<file path="config.mk">
export PLATFORM = sky130hd
export DESIGN_NAME = pp_word_adder
export DESIGN_NICKNAME = d
export VERILOG_FILES = /design/src/rtl/pp_pkg.sv /design/src/rtl/pp_step.sv /design/src/rtl/pp_ctrl.sv /design/src/rtl/pp_word_adder.sv
export SDC_FILE = /design/constraint.sdc
export NUM_CORES = 1
export LEC_CHECK = 0
export ABC_CLOCK_PERIOD_IN_PS = 4250
export BUFFER_PORTS_ARGS = -buffer_cell sky130_fd_sc_hd__buf_2
export CAP_MARGIN = 20
export CORE_ASPECT_RATIO = 1.5
export CORE_MARGIN = 2
export CORE_UTILIZATION = 27
export CTS_BUF_LIST = sky130_fd_sc_hd__clkbuf_4 sky130_fd_sc_hd__clkbuf_8
export DETAILED_ROUTE_END_ITERATION = 10
export HOLD_SLACK_MARGIN = 0.03
export PLACE_DENSITY_LB_ADDON = 0.3
export SLEW_MARGIN = 20
export SYNTH_ARGS = -nofsm -noshare
export SYNTH_HDL_FRONTEND = slang
export SYNTH_HIERARCHICAL = 1
export SYNTH_SLANG_ARGS = --single-unit
</file>
<file path="constraint.sdc">
create_clock -name clk -period 4.25 [get_ports clk]
set_clock_uncertainty 0.2 [all_clocks]
set_input_delay 0.425 -clock clk [delete_from_list [all_inputs] [get_ports clk]]
set_output_delay 0.425 -clock clk [all_outputs]
set_load 0.05 [all_outputs]
</file>
<file path="src/rtl/pp_pkg.sv">
package pp_pkg;

    typedef enum logic [0:0] {
        PP_IDLE = 1'b0,
        PP_RUN  = 1'b1
    } pp_state_e;

    // Number of doubling steps needed to cover a carry span of width-1 bits.
    function automatic int loop_steps(input int width);
        int s;
        s = $clog2(width - 1);
        return (s < 1) ? 1 : s;
    endfunction

    // Total combining cycles: the doubling steps plus one trailing generate step.
    function automatic int total_steps(input int width);
        return loop_steps(width) + 1;
    endfunction

endpackage

</file>
<file path="src/rtl/pp_step.sv">
module pp_step #(
    parameter int WIDTH = 32,
    parameter int SH_W  = 5
) (
    input  logic             sub,
    input  logic [SH_W-1:0]  sh_amt,
    input  logic [WIDTH-1:0] p_cur,
    input  logic [WIDTH-1:0] g_cur,
    output logic [WIDTH-1:0] p_nxt,
    output logic [WIDTH-1:0] g_nxt
);
    logic [WIDTH-1:0] fill;
    logic [WIDTH-1:0] g_sh;
    logic [WIDTH-1:0] term;

    always_comb begin
        // Low bits vacated by the shift carry the injected carry in subtract mode.
        fill  = sub ? ~({WIDTH{1'b1}} << sh_amt) : '0;
        g_sh  = (g_cur << sh_amt) | fill;
        term  = p_cur & g_sh;
        g_nxt = sub ? (g_cur | term) : (g_cur ^ term);
        p_nxt = p_cur & (p_cur << sh_amt);
    end
endmodule

</file>
<file path="src/rtl/pp_ctrl.sv">
module pp_ctrl
    import pp_pkg::*;
#(
    parameter int WIDTH = 32,
    parameter int SH_W  = 5
) (
    input  logic            clk,
    input  logic            rst,
    input  logic            start,
    output logic            load,
    output logic            step,
    output logic            last,
    output logic [SH_W-1:0] sh_amt,
    output logic            busy,
    output logic            done
);
    localparam int LOOP  = loop_steps(WIDTH);
    localparam int TOTAL = total_steps(WIDTH);
    localparam int CNT_W = $clog2(TOTAL + 1);

    pp_state_e        state_q;
    logic [CNT_W-1:0] cnt_q;
    logic             done_q;
    logic [CNT_W-1:0] sh_idx;

    always_comb begin
        load   = (state_q == PP_IDLE) && start;
        step   = (state_q == PP_RUN);
        last   = step && (cnt_q == CNT_W'(TOTAL - 1));
        // The trailing generate step reuses the widest doubling distance.
        sh_idx = (cnt_q < CNT_W'(LOOP)) ? cnt_q : CNT_W'(LOOP - 1);
        sh_amt = SH_W'(1) << sh_idx;
        busy   = step;
        done   = done_q;
    end

    always_ff @(posedge clk) begin
        if (rst) begin
            state_q <= PP_IDLE;
            cnt_q   <= '0;
            done_q  <= 1'b0;
        end else begin
            done_q <= 1'b0;
            case (state_q)
                PP_IDLE: begin
                    if (start) begin
                        state_q <= PP_RUN;
                        cnt_q   <= '0;
                    end
                end
                PP_RUN: begin
                    if (cnt_q == CNT_W'(TOTAL - 1)) begin
                        state_q <= PP_IDLE;
                        cnt_q   <= '0;
                        done_q  <= 1'b1;
                    end else begin
                        cnt_q <= cnt_q + 1'b1;
                    end
                end
                default: state_q <= PP_IDLE;
            endcase
        end
    end
endmodule

</file>
<file path="src/rtl/pp_word_adder.sv">
module pp_word_adder
    import pp_pkg::*;
#(
    parameter int WIDTH = 32
) (
    input  logic             clk,
    input  logic             rst,
    input  logic             start,
    input  logic             sub_mode,
    input  logic [WIDTH-1:0] a_in,
    input  logic [WIDTH-1:0] b_in,
    output logic             busy,
    output logic             done,
    output logic [WIDTH-1:0] result
);
    localparam int SH_W = (WIDTH > 2) ? $clog2(WIDTH) : 1;

    logic             load, step, last;
    logic [SH_W-1:0]  sh_amt;
    logic [WIDTH-1:0] p_q, g_q, x_q, res_q;
    logic [WIDTH-1:0] p_n, g_n, b_eff;
    logic             sub_q;

    pp_ctrl #(.WIDTH(WIDTH), .SH_W(SH_W)) u_ctrl (
        .clk    (clk),
        .rst    (rst),
        .start  (start),
        .load   (load),
        .step   (step),
        .last   (last),
        .sh_amt (sh_amt),
        .busy   (busy),
        .done   (done)
    );

    pp_step #(.WIDTH(WIDTH), .SH_W(SH_W)) u_step (
        .sub    (sub_q),
        .sh_amt (sh_amt),
        .p_cur  (p_q),
        .g_cur  (g_q),
        .p_nxt  (p_n),
        .g_nxt  (g_n)
    );

    assign b_eff = sub_mode ? ~b_in : b_in;

    always_ff @(posedge clk) begin
        if (rst) begin
            p_q   <= '0;
            g_q   <= '0;
            x_q   <= '0;
            sub_q <= 1'b0;
            res_q <= '0;
        end else if (load) begin
            p_q   <= a_in ^ b_eff;
            g_q   <= a_in & b_eff;
            x_q   <= a_in ^ b_eff;
            sub_q <= sub_mode;
        end else if (step) begin
            g_q <= g_n;
            if (!last) begin
                p_q <= p_n;
            end else begin
                res_q <= x_q ^ {g_n[WIDTH-2:0], sub_q};
            end
        end
    end

    assign result = res_q;
endmodule

</file>
==> results of run 1 <==
## flip-flops by register name, indices dropped and copies added (netlist names)
name	cells
result	32
x_q	32
g_q	31
p_q	31
u_ctrl/cnt_q	3
sub_q	1
u_ctrl/busy	1
u_ctrl/done	1
## tightest hold or removal path: cells and delay by family
family	cells	cell delay, ps
AND/OR/NAND/NOR	1	70
multiplexers	1	60
adder cells (fa/ha/maj)	1	120
buffers and inverters	1	80
## layout make-up
cell class,count,area share
clock inverters,14,0.0130
inverters,71,0.0207
repair buffers,146,0.0687
multi-input cells,969,0.619
diodes,1,0.000194
flip-flops and latches,132,0.205
clock buffers,18,0.0187
well taps,564,0.0547
## how the worst max path moves through the flow
stage,cells after the start,startpoint,end
after floorplan,14,u_ctrl/cnt_q[0]$_SDFFE_PP0P_,g_q[24]$_SDFFE_PP0P_
after global placement,14,u_ctrl/cnt_q[1]$_SDFFE_PP0P_,g_q[6]$_SDFFE_PP0P_
after detailed placement,14,u_ctrl/cnt_q[1]$_SDFFE_PP0P_,g_q[6]$_SDFFE_PP0P_
after CTS,14,u_ctrl/cnt_q[1]$_SDFFE_PP0P_,g_q[6]$_SDFFE_PP0P_
after global routing,14,u_ctrl/cnt_q[1]$_SDFFE_PP0P_,g_q[6]$_SDFFE_PP0P_
final,14,u_ctrl/cnt_q[1]$_SDFFE_PP0P_,g_q[6]$_SDFFE_PP0P_
## routing by layer
metal | global-route usage | vias up | wire length, microns
met1 | 0.216 | 5057 | 15600
met2 | 0.326 | 407 | 20800
met5 | 0 | - | 0
met4 | 0.131 | 0 | 3120
li1 | - | 4742 | -
met3 | 0.0204 | 126 | 1710
## layout by cell type (no fill, tap or decap), drive strengths merged, types with 8 or more instances in the layout
cell type,n
nand2,149
buf,145
mux2i,141
dfxtp,132
nor2,109
inv,74
mux2,67
a21oi,67
xor2,64
ha,63
mux4,55
o21ai,38
a211oi,36
a22o,33
clkbuf,18
o211ai,11
a31oi,10
nor3,10
o22ai,8
nand3,8
o2111ai,8
nand2b,8
nor3b,8
## power breakdown
group	switching (mW)	total (mW)	internal [mW]	leakage (nW)
logic	0.571	1.03	0.459	4.10
registers	0.133	1.44	1.31	1.08
clock network	0.582	1.13	0.546	0.203
total	1.29	3.60	2.31	5.39
## per-stage QoR
stage / power (mW) / instance area, sq um / worst slack, ps
finish: 3.60 / 12900 / 326
global route: 3.79 / 12900 / 65.4
CTS: 3.65 / 12900 / 289
detailed placement: 2.49 / 12500 / 311
global placement: 2.49 / 12500 / 465
floorplan: 2.17 / 11500 / 1060
==> flow_summary_export.csv, run 1 <==
group,metric,value,unit
sta,worst_pin_slew,910,ps
routing,viasPerCell,5.40,
routing,drt-initial-drc-count,817,
setup_path,worst-path-buf-inv,3,
layout,final_nets,1468,
die,initial_utilization,0.273,
sta,fin_tns_setup,0,ps
synthesis,postSynthNetCount,1417,
global_routing,grt_max_degree,65,
synthesis,synthesis.area,11500,sq um
status,status,"completed",
routing,ant_nets,0,
cts,cts.sinks,132,
cts,cts_htree_levels,4,
global_routing,antenna_found_initial,1,
sta,timing.final.hold_violations,0,
cts,cts_buffers,17,
sta,fmax,255,MHz
setup_path,worstPathRequired,4450,ps
setup_path,rr_startpoint,"u_ctrl/cnt_q[1]$_SDFFE_PP0P_",
layout,seq_area,2650,sq um
global_routing,grt_overflow_total,0,
cts,post_cts_buffers,0,
hold_path,holdPathEnd,"x_q[31]$_SDFFE_PP0P_",
sta,finalCritPeriodShare,0.923,
setup_path,cp_max_fo,35,
layout,fillers,4534,
layout,post-route-util,0.307,
global_routing,grt.total_usage,0.189,
die,io-pin-count,102,
sta,rsz0062_at_grt,"false",
routing,drcViolationCount,0,
pwr,power.density,279,nW/um^2
sta,setup_viol,0,
layout,finalNonFillerCells,1915,
cts,tritoncts,"built",
place,hpwl,31.2,mm
place,place_congestion,0.969,
setup_path,cp_slowest_cell,"mux4_2",
setup_path,worstPathCellList,"nor3_2, buf_12, buf_4, mux2i_1, mux4_2, or2_0, o21ai_0, nand2_1, ha_1, inv_1, mux2i_1, mux2_2, nand2_1, a21oi_1",
cts,postCtsHoldBufs,1,
sta,drv_slew,0,
setup_path,crit_family,"multiplexers",
synthesis,syn_inst,1286,
setup_path,cp.arrival,4120,ps
cts,cts.clk_slew.worst_paths,90,ps
setup_path,r2r_end,"g_q[6]$_SDFFE_PP0P_",
global_routing,grt_pass1_vias,10200,
hold_path,hp-start,"a_in[31]",
sta,finalCriticalPeriod,3920,ps
synthesis,synth_area_per_cell,8.93,sq um
setup_path,regToRegSetupSlack,330,ps
setup_path,ff2ff_path_depth,14,
sta,maxSlewHeadroom,0.391,
cts,cts_root_buf,"clkbuf_8",
layout,multi_input_area,7980,sq um
place,port_buffers,101,
setup_path,cp-end-kind,"register",
setup_path,startpoint_type,"register",
cts,clk_path_buf_depth,2,
place,placed_cells,1881,
pwr,p_leak,5.39,nW
pwr,peakVddDrop,0.000194,V
cts,insertion_delay,480,ps
flow_run,cap_violations,0,
routing,wire_per_inst,21.5,microns
routing,num_vias,10300,
hold_path,holdPathStages,4,
setup_path,criticalPathCategory,"reg -> reg",
die,die_h,257,microns
routing,wl,41.3,mm
synthesis,yosys_warnings,6,
layout,drive_gt1_frac,0.233,
die,dieArea,44200,sq um
routing,drt_pass1_iterations,6,
setup_path,slowest_delay,460,ps
die,fp-row-count,92,
global_routing,grt_pass1_wl,63.3,mm
die,coreArea,42000,sq um
die,die_w,172,microns
cts,ctsResizeCount,0,
hold_path,hold_class,"in -> reg",
layout,area_growth,12.3,%
sta,whs,107,ps
Note: power is estimated with default switching activity, not from simulation.
==> inputs of run 2 (changes only) <==
--- a/config.mk
+++ b/config.mk
@@ -15,6 +15,7 @@
 export DETAILED_ROUTE_END_ITERATION = 10
 export HOLD_SLACK_MARGIN = 0.03
 export PLACE_DENSITY_LB_ADDON = 0.3
+export RECOVER_POWER = 100
 export SLEW_MARGIN = 20
 export SYNTH_ARGS = -nofsm -noshare
 export SYNTH_HDL_FRONTEND = slang
==> run 2 against run 1 <==
Effect of this change:
- the run now ends with max-capacitance violations, max-slew violations left
- non-clock buffer count unchanged
- via count about the same
- sequential share of layout area is 0.15 points higher
- total power is 0.10% lower
- first-iteration DRC count decreased by 4.0%
- design area down 0.76%
- sequential power barely moved
- combinational power about the same
- largest power group unchanged
- highest routed layer unchanged
==> flow_summary_export.csv, run 2 (synthesized netlist as in run 1, its figures left out) <==
group,metric,value,unit
layout,area_growth,11.5,%
global_routing,grt_pass1_vias,10200,
global_routing,grt_overflow_total,0,
cts,cts.clk_slew.worst_paths,90,ps
die,dieArea,44200,sq um
sta,worst_pin_slew,1510,ps
layout,final_cell_mix,"149 x nand2_1, 141 x mux2i_1, 130 x dfxtp_1",
sta,drv_slew,25,
setup_path,startpoint_type,"register",
setup_path,slowest_delay,770,ps
routing,drt_pass1_iterations,5,
cts,cts_root_buf,"clkbuf_8",
layout,final_common_cell,"nand2_1",
cts,ctsResizeCount,0,
sta,fmax,252,MHz
cts,post_cts_buffers,0,
sta,maxSlewHeadroom,-0.00487,
place,hpwl,31.2,mm
global_routing,grt_max_degree,65,
cts,cts_buffers,17,
setup_path,criticalPathCategory,"reg -> reg",
sta,finalCritPeriodShare,0.934,
pwr,p_leak,5.20,nW
cts,cts_htree_levels,4,
sta,fin_ws,279,ps
sta,finalCriticalPeriod,3970,ps
layout,drive_gt1_frac,0.197,
setup_path,r2r_end,"g_q[28]$_SDFFE_PP0P_",
place,placed_cells,1881,
die,io-pin-count,102,
sta,fin_tns_setup,0,ps
die,fp-row-count,92,
global_routing,grt_pass1_wl,63.3,mm
die,initial_utilization,0.273,
setup_path,crit_path_frequent_cell,"o31ai_1",
routing,ant_nets,0,
layout,fillers,4557,
cts,insertion_delay,490,ps
cts,tritoncts,"built",
routing,wire_per_inst,21.6,microns
setup_path,cp_slowest_cell,"or2_0",
pwr,peakVddDrop,0.000195,V
setup_path,critPathCapture,"g_q[28]$_SDFFE_PP0P_",
cts,clk_path_buf_depth,2,
die,coreArea,42000,sq um
sta,setup_viol,0,
setup_path,regToRegSetupSlack,280,ps
status,violations,"max-capacitance violations, max-slew violations",
setup_path,cp_max_fo,19,
setup_path,cp.arrival,4100,ps
setup_path,rr_startpoint,"u_ctrl/cnt_q[0]$_SDFFE_PP0P_",
layout,finalNonFillerCells,1915,
place,port_buffers,101,
global_routing,grt.total_usage,0.189,
setup_path,cp-end-kind,"register",
routing,drt-initial-drc-count,784,
routing,drcViolationCount,0,
setup_path,setup.worst_path.start,"u_ctrl/cnt_q[0]$_SDFFE_PP0P_",
setup_path,worstPathRequired,4380,ps
sta,whs,103,ps
die,die_w,172,microns
routing,num_vias,10300,
routing,viasPerCell,5.39,
hold_path,hold_class,"in -> reg",
layout,final_nets,1468,
flow_run,cap_violations,1,
pwr,power.density,281,nW/um^2
setup_path,worstPathCellList,"and3b_2, clkbuf_2, or2_0, a31oi_1, o31ai_1, o22ai_1, o31ai_1, ha_1, inv_1, mux2i_1, mux2_2, nand2_1, a21oi_1",
routing,wl,41.3,mm
global_routing,antenna_found_initial,1,
die,die_h,257,microns
place,pre_cts_ws,311,ps
sta,timing.final.hold_violations,0,
sta,rsz0062_at_grt,"false",
setup_path,ff2ff_path_depth,13,
status,status,"complete, but fails checks",
place,place_congestion,0.969,
cts,cts.sinks,132,
run 2: cell types whose count changed in the layout (fill, tap and decap cells not counted), sizes merged:
| cell | change |
|---|---|
| clkbuf | +45 |
| buf | -45 |
run 2: routing by layer:
layer | part of all wire | wire length [microns] | GRT usage
met5 | 0 | 0 | 0
met4 | 0.072 | 2990 | 0.131
met3 | 0.045 | 1860 | 0.0204
met2 | 0.51 | 20900 | 0.326
met1 | 0.38 | 15500 | 0.216
run 2: what timing repair did:
item                                    4_1_cts  5_1_grt
hold buffers                                  1        0
hold endpoints to repair                      2        0
endpoints found under the setup margin        0        0
run 2: worst min-delay path by stage:
| stage | from | end | slack [ps] | cells past startpoint |
|---|---|---|---|---|
| 2_1_floorplan | x_q[0]$_SDFFE_PP0P_ | x_q[0]$_SDFFE_PP0P_ | 280 | 2 |
| 3_3_place_gp | result[21]$_SDFFE_PP0P_ | result[21]$_SDFFE_PP0P_ | 260 | 1 |
| 3_5_place_dp | result[9]$_SDFFE_PP0P_ | result[9]$_SDFFE_PP0P_ | 260 | 1 |
| 4_1_cts | a_in[31] | x_q[31]$_SDFFE_PP0P_ | 60 | 4 |
| 5_1_grt | a_in[31] | x_q[31]$_SDFFE_PP0P_ | 100 | 4 |
| 6_report | a_in[31] | x_q[31]$_SDFFE_PP0P_ | 100 | 4 |
run 2: metrics by stage:
stage,cell area [sq um],util,power (mW)
after floorplan,11500,-,2.17
after global placement,12500,0.297,2.49
after detailed placement,12500,0.297,2.49
after CTS,12900,0.307,3.65
after global routing,12800,0.305,3.79
final,12800,0.305,3.60
run 2: cell type report:
type                            instances  area, sq um  share of cell area
Multi-Input combinational cell        969         7970               0.623
Sequential cell                       132         2650               0.207
Timing Repair Buffer                  146          797              0.0623
Tap cell                              564          706              0.0551
Inverter                               71          267              0.0208
Clock buffer                           18          241              0.0189
Clock inverter                         14          168              0.0131
Antenna cell                            1         2.50            0.000196
run 2: worst max-delay path, delay by kind of cell, from the launching register on:
kind | cells | cell delay (ps)
buffers and inverters | 2 | 480
adders and majority gates | 1 | 290
DFF | 1 | 490
AOI/OAI and AO/OA | 5 | 700
muxes | 2 | 410
and+or+nand+nor | 3 | 1250
run 2: report_power, final:
part	internal [mW]	switching, mW
combinational	0.455	0.572
sequential	1.31	0.134
clock	0.546	0.581
